<file path="src/rtl/mmio_pkg.sv">
package mmio_pkg;

  // Read-data source selected by the decoder.
  typedef enum logic [1:0] {
    RSEL_RAM  = 2'd0,
    RSEL_RAND = 2'd1,
    RSEL_ZERO = 2'd2
  } rsel_e;

  // Qualified hits produced by the address decoder.
  typedef struct packed {
    logic char_wr;   // store to the character address
    logic clr_wr;    // store of the clear code to the clear address
    logic rand_rd;   // load from the random address
    logic dev;       // address belongs to any device
  } hit_t;

endpackage

</file>
<file path="src/rtl/mmio_rst_sync.sv">
module mmio_rst_sync #(
  parameter int unsigned STAGES = 2
) (
  input  logic clk,
  input  logic rst_n,
  output logic rst_n_sync
);

  logic [STAGES-1:0] chain_q;
  logic [STAGES-1:0] chain_d;

  always_comb begin
    chain_d = {chain_q[STAGES-2:0], 1'b1};
  end

  always_ff @(posedge clk or negedge rst_n) begin
    if (!rst_n) chain_q <= '0;
    else        chain_q <= chain_d;
  end

  assign rst_n_sync = chain_q[STAGES-1];

endmodule

</file>
<file path="src/rtl/mmio_decode.sv">
module mmio_decode
  import mmio_pkg::*;
#(
  parameter int unsigned          AW        = 16,
  parameter int unsigned          DW        = 16,
  parameter logic [AW-1:0]        CHAR_ADDR = 16'hFFFE,
  parameter logic [AW-1:0]        CLR_ADDR  = 16'hFFFF,
  parameter logic [AW-1:0]        RAND_ADDR = 16'hF002,
  parameter logic [DW-1:0]        CLR_CODE  = 16'h0001
) (
  input  logic [AW-1:0] addr,
  input  logic [DW-1:0] wdata,
  input  logic          we,
  input  logic          re,
  output hit_t          hits,
  output rsel_e         rsel
);

  logic char_sel, clr_sel, rand_sel;

  always_comb begin
    char_sel = (addr == CHAR_ADDR);
    clr_sel  = (addr == CLR_ADDR);
    rand_sel = (addr == RAND_ADDR);

    hits.char_wr = we & char_sel;
    hits.clr_wr  = we & clr_sel & (wdata == CLR_CODE);
    hits.rand_rd = re & rand_sel;
    hits.dev     = char_sel | clr_sel | rand_sel;

    if (rand_sel)                 rsel = RSEL_RAND;
    else if (char_sel || clr_sel) rsel = RSEL_ZERO;
    else                          rsel = RSEL_RAM;
  end

endmodule

</file>
<file path="src/rtl/mmio_lfsr.sv">
module mmio_lfsr #(
  parameter int unsigned   W    = 16,
  parameter logic [W-1:0]  TAPS = 16'hB400,
  parameter logic [W-1:0]  SEED = 16'hACE1
) (
  input  logic         clk,
  input  logic         rst_n,
  input  logic         step,
  output logic [W-1:0] state
);

  logic [W-1:0] state_q, state_d;
  logic         fb;

  always_comb begin
    fb      = ^(state_q & TAPS);
    state_d = state_q;
    if (step) state_d = {state_q[W-2:0], fb};
  end

  always_ff @(posedge clk or negedge rst_n) begin
    if (!rst_n) state_q <= SEED;
    else        state_q <= state_d;
  end

  assign state = state_q;

  // a maximal-length generator never reaches the all-zero lock-up state
  a_r4_nonzero: assert property (@(posedge clk) disable iff (!rst_n)
    state_q != '0);

  // the state moves only on a qualified load
  a_r5_hold_without_step: assert property (@(posedge clk) disable iff (!rst_n)
    !step |=> $stable(state_q));

  // a step shifts the previous word left by one
  a_r4_shift: assert property (@(posedge clk) disable iff (!rst_n)
    step |=> state_q[W-1:1] == $past(state_q[W-2:0]));

endmodule

</file>
<file path="src/rtl/mmio_screen.sv">
module mmio_screen #(
  parameter int unsigned DW = 16,
  parameter int unsigned CW = 8
) (
  input  logic          clk,
  input  logic          rst_n,
  input  logic          char_wr,
  input  logic          clr_wr,
  input  logic [DW-1:0] wdata,
  output logic          char_vld,
  output logic [CW-1:0] char_code,
  output logic          clr
);

  logic          vld_q, vld_d;
  logic          clr_q, clr_d;
  logic [CW-1:0] code_q, code_d;

  always_comb begin
    vld_d  = char_wr;
    clr_d  = clr_wr;
    code_d = code_q;
    if (char_wr) code_d = wdata[CW-1:0];
  end

  always_ff @(posedge clk or negedge rst_n) begin
    if (!rst_n) begin
      vld_q  <= 1'b0;
      clr_q  <= 1'b0;
      code_q <= '0;
    end else begin
      vld_q  <= vld_d;
      clr_q  <= clr_d;
      code_q <= code_d;
    end
  end

  assign char_vld  = vld_q;
  assign char_code = code_q;
  assign clr       = clr_q;

  // a character strobe always traces back to a store one cycle earlier
  a_r8_char_origin: assert property (@(posedge clk) disable iff (!rst_n)
    char_vld |-> $past(char_wr));

  // the strobed byte is the low byte of that store
  a_r1_char_byte: assert property (@(posedge clk) disable iff (!rst_n)
    char_wr |=> char_vld && char_code == $past(wdata[CW-1:0]));

  // a clear strobe follows exactly one qualified store
  a_r2_clr_origin: assert property (@(posedge clk) disable iff (!rst_n)
    clr |-> $past(clr_wr));

endmodule

</file>
<file path="src/rtl/mmio_steer.sv">
module mmio_steer
  import mmio_pkg::*;
#(
  parameter int unsigned   AW        = 16,
  parameter int unsigned   DW        = 16,
  parameter int unsigned   CW        = 8,
  parameter logic [AW-1:0] CHAR_ADDR = 16'hFFFE,
  parameter logic [AW-1:0] CLR_ADDR  = 16'hFFFF,
  parameter logic [AW-1:0] RAND_ADDR = 16'hF002,
  parameter logic [DW-1:0] CLR_CODE  = 16'h0001,
  parameter logic [DW-1:0] RND_TAPS  = 16'hB400,
  parameter logic [DW-1:0] RND_SEED  = 16'hACE1
) (
  input  logic          clk,
  input  logic          rst_n,
  input  logic [AW-1:0] cpu_addr,
  input  logic [DW-1:0] cpu_wdata,
  input  logic          cpu_we,
  input  logic          cpu_re,
  output logic [DW-1:0] cpu_rdata,
  output logic [AW-1:0] ram_addr,
  output logic [DW-1:0] ram_wdata,
  output logic          ram_we,
  output logic          ram_re,
  input  logic [DW-1:0] ram_rdata,
  output logic          scr_char_vld,
  output logic [CW-1:0] scr_char,
  output logic          scr_clr
);

  logic          rst_s_n;
  hit_t          hits;
  rsel_e         rsel;
  logic [DW-1:0] rnd_word;

  mmio_rst_sync #(.STAGES(2)) u_rst (
    .clk        (clk),
    .rst_n      (rst_n),
    .rst_n_sync (rst_s_n)
  );

  mmio_decode #(
    .AW(AW), .DW(DW), .CHAR_ADDR(CHAR_ADDR), .CLR_ADDR(CLR_ADDR),
    .RAND_ADDR(RAND_ADDR), .CLR_CODE(CLR_CODE)
  ) u_dec (
    .addr  (cpu_addr),
    .wdata (cpu_wdata),
    .we    (cpu_we),
    .re    (cpu_re),
    .hits  (hits),
    .rsel  (rsel)
  );

  mmio_lfsr #(.W(DW), .TAPS(RND_TAPS), .SEED(RND_SEED)) u_rnd (
    .clk   (clk),
    .rst_n (rst_s_n),
    .step  (hits.rand_rd),
    .state (rnd_word)
  );

  mmio_screen #(.DW(DW), .CW(CW)) u_scr (
    .clk       (clk),
    .rst_n     (rst_s_n),
    .char_wr   (hits.char_wr),
    .clr_wr    (hits.clr_wr),
    .wdata     (cpu_wdata),
    .char_vld  (scr_char_vld),
    .char_code (scr_char),
    .clr       (scr_clr)
  );

  // RAM side: address and data pass through, strobes are withheld for devices.
  always_comb begin
    ram_addr  = cpu_addr;
    ram_wdata = cpu_wdata;
    ram_we    = cpu_we & ~hits.dev;
    ram_re    = cpu_re & ~hits.dev;
  end

  // Load data return.
  always_comb begin
    unique case (rsel)
      RSEL_RAND: cpu_rdata = rnd_word;
      RSEL_ZERO: cpu_rdata = '0;
      default:   cpu_rdata = ram_rdata;
    endcase
  end

  // the screen addresses never write memory
  a_r3_no_ram_we_screen: assert property (@(posedge clk) disable iff (!rst_s_n)
    (cpu_addr == CHAR_ADDR || cpu_addr == CLR_ADDR) |-> !ram_we);

  // the random address never writes memory
  a_r5_no_ram_we_rand: assert property (@(posedge clk) disable iff (!rst_s_n)
    (cpu_addr == RAND_ADDR) |-> !ram_we && !ram_re);

  // screen addresses read back as zero without a RAM read
  a_r6_zero_read: assert property (@(posedge clk) disable iff (!rst_s_n)
    (cpu_re && (cpu_addr == CHAR_ADDR || cpu_addr == CLR_ADDR))
      |-> cpu_rdata == '0 && !ram_re);

  // ordinary addresses reach RAM unchanged
  a_r7_pass: assert property (@(posedge clk) disable iff (!rst_s_n)
    (cpu_addr != CHAR_ADDR && cpu_addr != CLR_ADDR && cpu_addr != RAND_ADDR)
      |-> ram_we == cpu_we && ram_re == cpu_re && cpu_rdata == ram_rdata);

  // a random load consumes a word that then changes
  a_r4_fresh: assert property (@(posedge clk) disable iff (!rst_s_n)
    (cpu_re && cpu_addr == RAND_ADDR) |=> rnd_word != $past(rnd_word));

endmodule

</file>
<file path="config.mk">
export PLATFORM = sky130hd
export DESIGN_NAME = mmio_steer
export DESIGN_NICKNAME = d
export VERILOG_FILES = /design/src/rtl/mmio_pkg.sv /design/src/rtl/mmio_rst_sync.sv /design/src/rtl/mmio_decode.sv /design/src/rtl/mmio_lfsr.sv /design/src/rtl/mmio_screen.sv /design/src/rtl/mmio_steer.sv
export SDC_FILE = /design/constraint.sdc
export NUM_CORES = 1
export LEC_CHECK = 0
export BUFFER_PORTS_ARGS = -buffer_cell sky130_fd_sc_hd__buf_2
export CORE_MARGIN = 2
export CORE_UTILIZATION = 46
export DETAILED_ROUTE_END_ITERATION = 8
export PLACE_DENSITY = 0.88
export SLEW_MARGIN = 10
export SYNTH_ARGS = -nofsm -noshare
export SYNTH_HDL_FRONTEND = slang
export SYNTH_HIERARCHICAL = 1
export SYNTH_SLANG_ARGS = --single-unit
</file>
<file path="constraint.sdc">
create_clock -name clk -period 4.2 [get_ports clk]
set_input_delay 0.42 -clock clk [delete_from_list [all_inputs] [get_ports clk]]
set_output_delay 0.42 -clock clk [all_outputs]
set_load 0.005 [all_outputs]
</file>
-- Word level (Yosys, flattened, before mapping)
Index checks and enable logic that the tools add are counted.
- bits in registers: 28
- latch bits: 0
- RAM bits: 0
- ROM bits: 0
- input port bits: 52
- output and inout port bits: 60
- memories kept: 0
- add/sub/neg operators: 0
- $mul: 0
- div/mod/pow operators: 0
- magnitude comparators: 0
- eq/ne operators: 6
- shifts and indexed selects: 0
- mux-type cells: 3
- bitwise operators: 9
- reduce and logical (&&, ||, !) cells: 2
- operators with widths (cell ; count):
    16-bit equality test (second input constant) ; 3
    16-bit one-hot mux with 2 select lines ; 1
    16-bit by 1-bit equality test with 1-bit output (second input constant) ; 1
    16-bit XOR reduction ; 1
    1-bit bitwise AND ; 6
    2-bit 2-to-1 mux ; 2
    2-bit by 1-bit equality test with 1-bit output (second input constant) ; 1
    2-bit equality test (second input constant) ; 1
    1-bit bitwise OR ; 2
    1-bit logical OR ; 1
    1-bit inverter ; 1

-- Longest topological paths before layout
- word-level depth: 6
- gate-level depth with buffers: 9

-- Cells and area by module
The synthesis kept the hierarchy.
- by module, submodules not included (module ; times used ; cells each ; area each (µm²) ; sequential area each (µm²)):
    mmio_lfsr ; 1 ; 38 ; 675.6 ; 410.4
    mmio_steer ; 1 ; 89 ; 555.5 ; 0.0
    mmio_screen ; 1 ; 19 ; 381.6 ; 250.2
    mmio_decode ; 1 ; 23 ; 156.4 ; 0.0
    mmio_rst_sync ; 1 ; 3 ; 53.8 ; 50.0

-- Worst setup path after synthesis
OpenSTA, ideal clock, no wires.
- kind: input to output
- start point: in cpu_addr[4]
- end point: out cpu_rdata[3]
- arrival: 2.308 ns
- required time: 3.780 ns
- path slack: 1.472 ns
- stages on the path: 7
- cell sequence: or4_1 or4_4 nor2_1 buf_4 ha_1 buf_6 o21ai_0
- RTL lines (element ; line ; RTL):
    start: declaration ; mmio_steer.sv:16 ; input logic [AW-1:0] cpu_addr,
    16-bit equality test (*) ; mmio_decode.sv:24 ; rand_sel = (addr == RAND_ADDR);
    via u_dec.rand_sel ; mmio_decode.sv:19 ; logic char_sel, clr_sel, rand_sel;
    2-bit 2-to-1 mux (*) ; mmio_decode.sv:31 ; if (rand_sel) rsel = RSEL_RAND;
    via rsel[0] ; mmio_steer.sv:33 ; rsel_e rsel;
    2-bit equality test / 2-bit by 1-bit equality test with 1-bit output (equally long branches) ; mmio_steer.sv:82 ; unique case (rsel)
    16-bit one-hot mux with 2 select lines (*) ; mmio_steer.sv:82 ;
    end: declaration ; mmio_steer.sv:20 ; output logic [DW-1:0] cpu_rdata,
Mark *: on every way through the listed nets, which the timed path passes. The rest lies on a longest branch.

-- Worst setup path in the final report
- start point: in cpu_addr[4]
- end point: out cpu_rdata[10]
- RTL lines (element ; line):
    16-bit equality test (*) ; mmio_decode.sv:24
    2-bit 2-to-1 mux (*) ; mmio_decode.sv:31
    via rsel[0] ; mmio_steer.sv:33
    2-bit equality test / 2-bit by 1-bit equality test with 1-bit output (equally long branches) ; mmio_steer.sv:82
    16-bit one-hot mux with 2 select lines (*) ; mmio_steer.sv:82
Marks and branches as above.

==> flow_summary_export.csv <==
group,metric,value,unit
drt,drcViolationCount,0,
clock_network,cts_root_buffer,"clkbuf_8",
die,start_util,48.7,%
logic_synthesis,synth_seq_cells,28,
timing,fmax,0.292,GHz
power_and_ir_drop,pwr-share-clk,31.8,%
grt,grt_max_degree,33,
layout,drive_gt1_share,64.1,%
worst_setup_path,worst_setup_path_start_kind,"input port",
layout,final_util,58.1,%
logic_synthesis,ys_seq_area_share,39.0,%
grt,grt_use_met3,2.20,%
power_and_ir_drop,ir_drop,0.132,mV
logic_synthesis,yosys_warnings,6,
die,fp-row-count,22,
timing,period_minus_slack,3430,ps
logic_synthesis,synthMuxAreaShare,17.5,%
logic_synthesis,synth_top_family_by_area,"buffers and inverters",
logic_synthesis,yosysTopAreaCell,"dfrtp_1",
die,ios,112,
die,die_w,67.0,microns
drt,vias_per_cell,4.83,
power_and_ir_drop,power_density,234,nW/um^2
logic_synthesis,syn_area,1820,sq um
power_and_ir_drop,seq_power_share,54.2,%
clock_network,cts_tree,"done",
placement,dp.final_hpwl,2960,microns
timing,finalHoldViolations,0,
worst_setup_path,crit_top_cell,"buf_2",
timing,finalMaxSlewViolations,0,
logic_synthesis,synth.area.top_cells,"dfrtp_1, buf_4, mux2_4",
power_and_ir_drop,pwr-share-comb,14.0,%
worst_setup_path,critPathKind,"in2out",
logic_synthesis,synth_compound_area_share,6.79,%
drt,ant_nets,0,
worst_setup_path,end_kind,"output pin",
timing,setup_viol,0,
run_status,status,"complete, no violations",
grt,antenna_found_initial,0,
timing,fin_skew,4.28,ps
worst_setup_path,crit_arrival,3010,ps
grt,grt_pass1_vias,1288,
worst_setup_path,cp.required,3780,ps
timing,tns,0,ps
placement,io_buffers,111,
worst_setup_path,critPathMaxStageDelay,870,ps
drt,first_iter_violations,31,
clock_network,cts.clk_slew.worst_paths,90,ps
power_and_ir_drop,p_leak,1.14,nW
layout,nets,302,
clock_network,numClockSinks,28,
grt,met2_usage,29.8,%
grt,grt_pass1_wl,5450,microns
hold_path,hold_path.class,"reg2reg",
clock_network,cts_made_buffers,3,
logic_synthesis,yosys.area_share.adder,0.686,%
placement,gp_congestion,0.758,
drt,wl_per_cell,12.6,microns
die,design.die.area,4480,sq um
logic_synthesis,yosysTopAreaCellShare,27.5,%
power_and_ir_drop,total_power,0.508,mW
clock_network,clockBufferDepth,2,
timing,rsz0062_at_grt,"no",
logic_synthesis,syn_nets,225,
grt,grtUsageMet1,18.8,%
power_and_ir_drop,power.net_switching,0.113,mW
logic_synthesis,synth_cells,172,
clock_network,cts_resized,0,
logic_synthesis,post_synth_num_cell_types,28,
worst_setup_path,crit_path_top_delay_cell,"ha_1",
clock_network,clk-insertion-delay-late,270,ps
power_and_ir_drop,p_int,0.395,mW
power_and_ir_drop,swShare,22.3,%
clock_network,htree_levels,1,
logic_synthesis,yosys.area_share.simple,15.0,%
grt,busiest_layer,"met2",
die,core_area,3740,sq um
placement,dp_cells,291,
grt,grt_usage,15.9,%
logic_synthesis,synth_xor_area_share,1.44,%
drt,wl,3740,microns
drt,firstDrtPassIters,4,
drt,num_vias,1430,
layout,num_antenna_cells,0,
timing,relSlewSlack,28.5,%
layout,layout.cells.non_filler,296,
logic_synthesis,syn_area_per_cell,10.6,sq um
job,drv_cap,0,
timing,whs,361,ps
worst_setup_path,path_cells,"buf_2 > or4_1 > or4_4 > nor2_1 > ha_1 > nand2_1 > o21ai_2 > buf_2",
worst_setup_path,crit_fanout,32,
die,die_y,67.0,microns
layout,syn_to_final_growth,19.2,%
timing,tightest_slew,1070,ps
grt,grt.overflow.total,0,
timing,period_share,81.7,%
-- sequential cells by signal (all words and copies together), names as in the netlist --
| signal | flops |
|---|---|
| u_rnd/state | 16 |
| u_scr/char_code | 8 |
| u_rst/chain_q | 2 |
| u_scr/char_vld | 1 |
| u_scr/clr | 1 |
-- final cells by class --
class                   count  area [sq um]
repair buffers            113           573
inverters                   3          11.3
clock buffers               4          55.1
flip-flops and latches     28           711
multi-input cells         100           763
fillers                   335          1570
well taps                  48          60.1
-- cell families after synthesis --
group                      Yosys count
buffers and inverters               44
AOI/OAI and AO/OA                   18
other                                1
xor gates and xnor gates             3
muxes                               23
adders and majority gates            1
DFF                                 28
and+or+nand+nor                     54
-- critical path, delay by kind of cell --
kind,cells,cell delay [ps]
AND/OR/NAND/NOR,4,1370
adder cells (fa/ha/maj),1,870
AO/OA/AOI/OAI,1,100
buffers and inverters,2,240
-- power by group through the flow --
| stage | registers, mW | clock network [mW] | logic [mW] |
|---|---|---|---|
| 3_5_place_dp | 0.281 | 0 | 0.0711 |
| 3_3_place_gp | 0.281 | 0 | 0.0693 |
| 5_1_grt | 0.277 | 0.175 | 0.0785 |
| 6_report | 0.275 | 0.161 | 0.0712 |
| 2_1_floorplan | 0.279 | 0 | 0.0388 |
| 4_1_cts | 0.276 | 0.164 | 0.0721 |
-- metal layers --
metal / vias up / wire length, microns / part of all wire (%)
li1: 702 / - / -
met1: 652 / 1560 / 42
met2: 72 / 1920 / 51
met3: 4 / 238 / 6.4
met4: 0 / 22 / 0.59
met5: - / 0 / 0
-- cell usage after synthesis, drive strengths merged --
cell type  number
nor4b           2
dfstp           8
nand2          32
conb            1
nor2            3
xnor2           3
buf            41
a21oi           1
mux2           23
nor4            2
nor2b           2
ha              1
nor3            1
nand4           4
inv             3
dfrtp          20
or3             1
o21ai          17
nand3           1
nor3b           1
or4bb           1
or4             4
-- final timing paths --
path / start / to / slack (ps) / cells past startpoint
max reg2reg: u_rnd/state[10]$_DFFE_PN1P_ / u_rnd/state[0]$_DFFE_PN1P_ / 3180 / 3
max: cpu_addr[4] / cpu_rdata[10] / 770 / 8
min: u_rst/chain_q[0]$_DFF_PN0_ / u_rst/chain_q[1]$_DFF_PN0_ / 360 / 0
max in group asynchronous: u_rst/chain_q[1]$_DFF_PN0_ / u_rnd/state[4]$_DFFE_PN0P_ / 3190 / 0
min reg2reg: u_rst/chain_q[0]$_DFF_PN0_ / u_rst/chain_q[1]$_DFF_PN0_ / 360 / 0
min in group asynchronous: u_rst/chain_q[1]$_DFF_PN0_ / u_rnd/state[9]$_DFFE_PN0P_ / 420 / 0
-- through the flow --
stage               setup WS [ps]  instance area [sq um]
floorplan                    1470                   1820
global placement              843                   2110
detailed placement            766                   2110
CTS                           761                   2170
global route                  572                   2170
finish                        770                   2170
-- placed cells by master, fill, tap and decap left out, types with 2 or more instances in the layout --
cell	n
mux2_4	16
nand4_1	4
dfstp_2	8
nor2b_1	2
mux2_2	7
or4_1	3
nor2_1	3
clkbuf_8	4
o21ai_2	9
nor4_1	2
nand2_1	32
o21ai_1	2
dfrtp_1	20
nor4b_1	2
o21ai_0	6
xnor2_1	3
inv_1	3
buf_2	111
-- what timing repair did --
action	CTS	global route
setup buffers	0	0
hold buffers	1	0
endpoints found under the hold margin	2	0
Note: power is estimated with default switching activity, not from simulation.
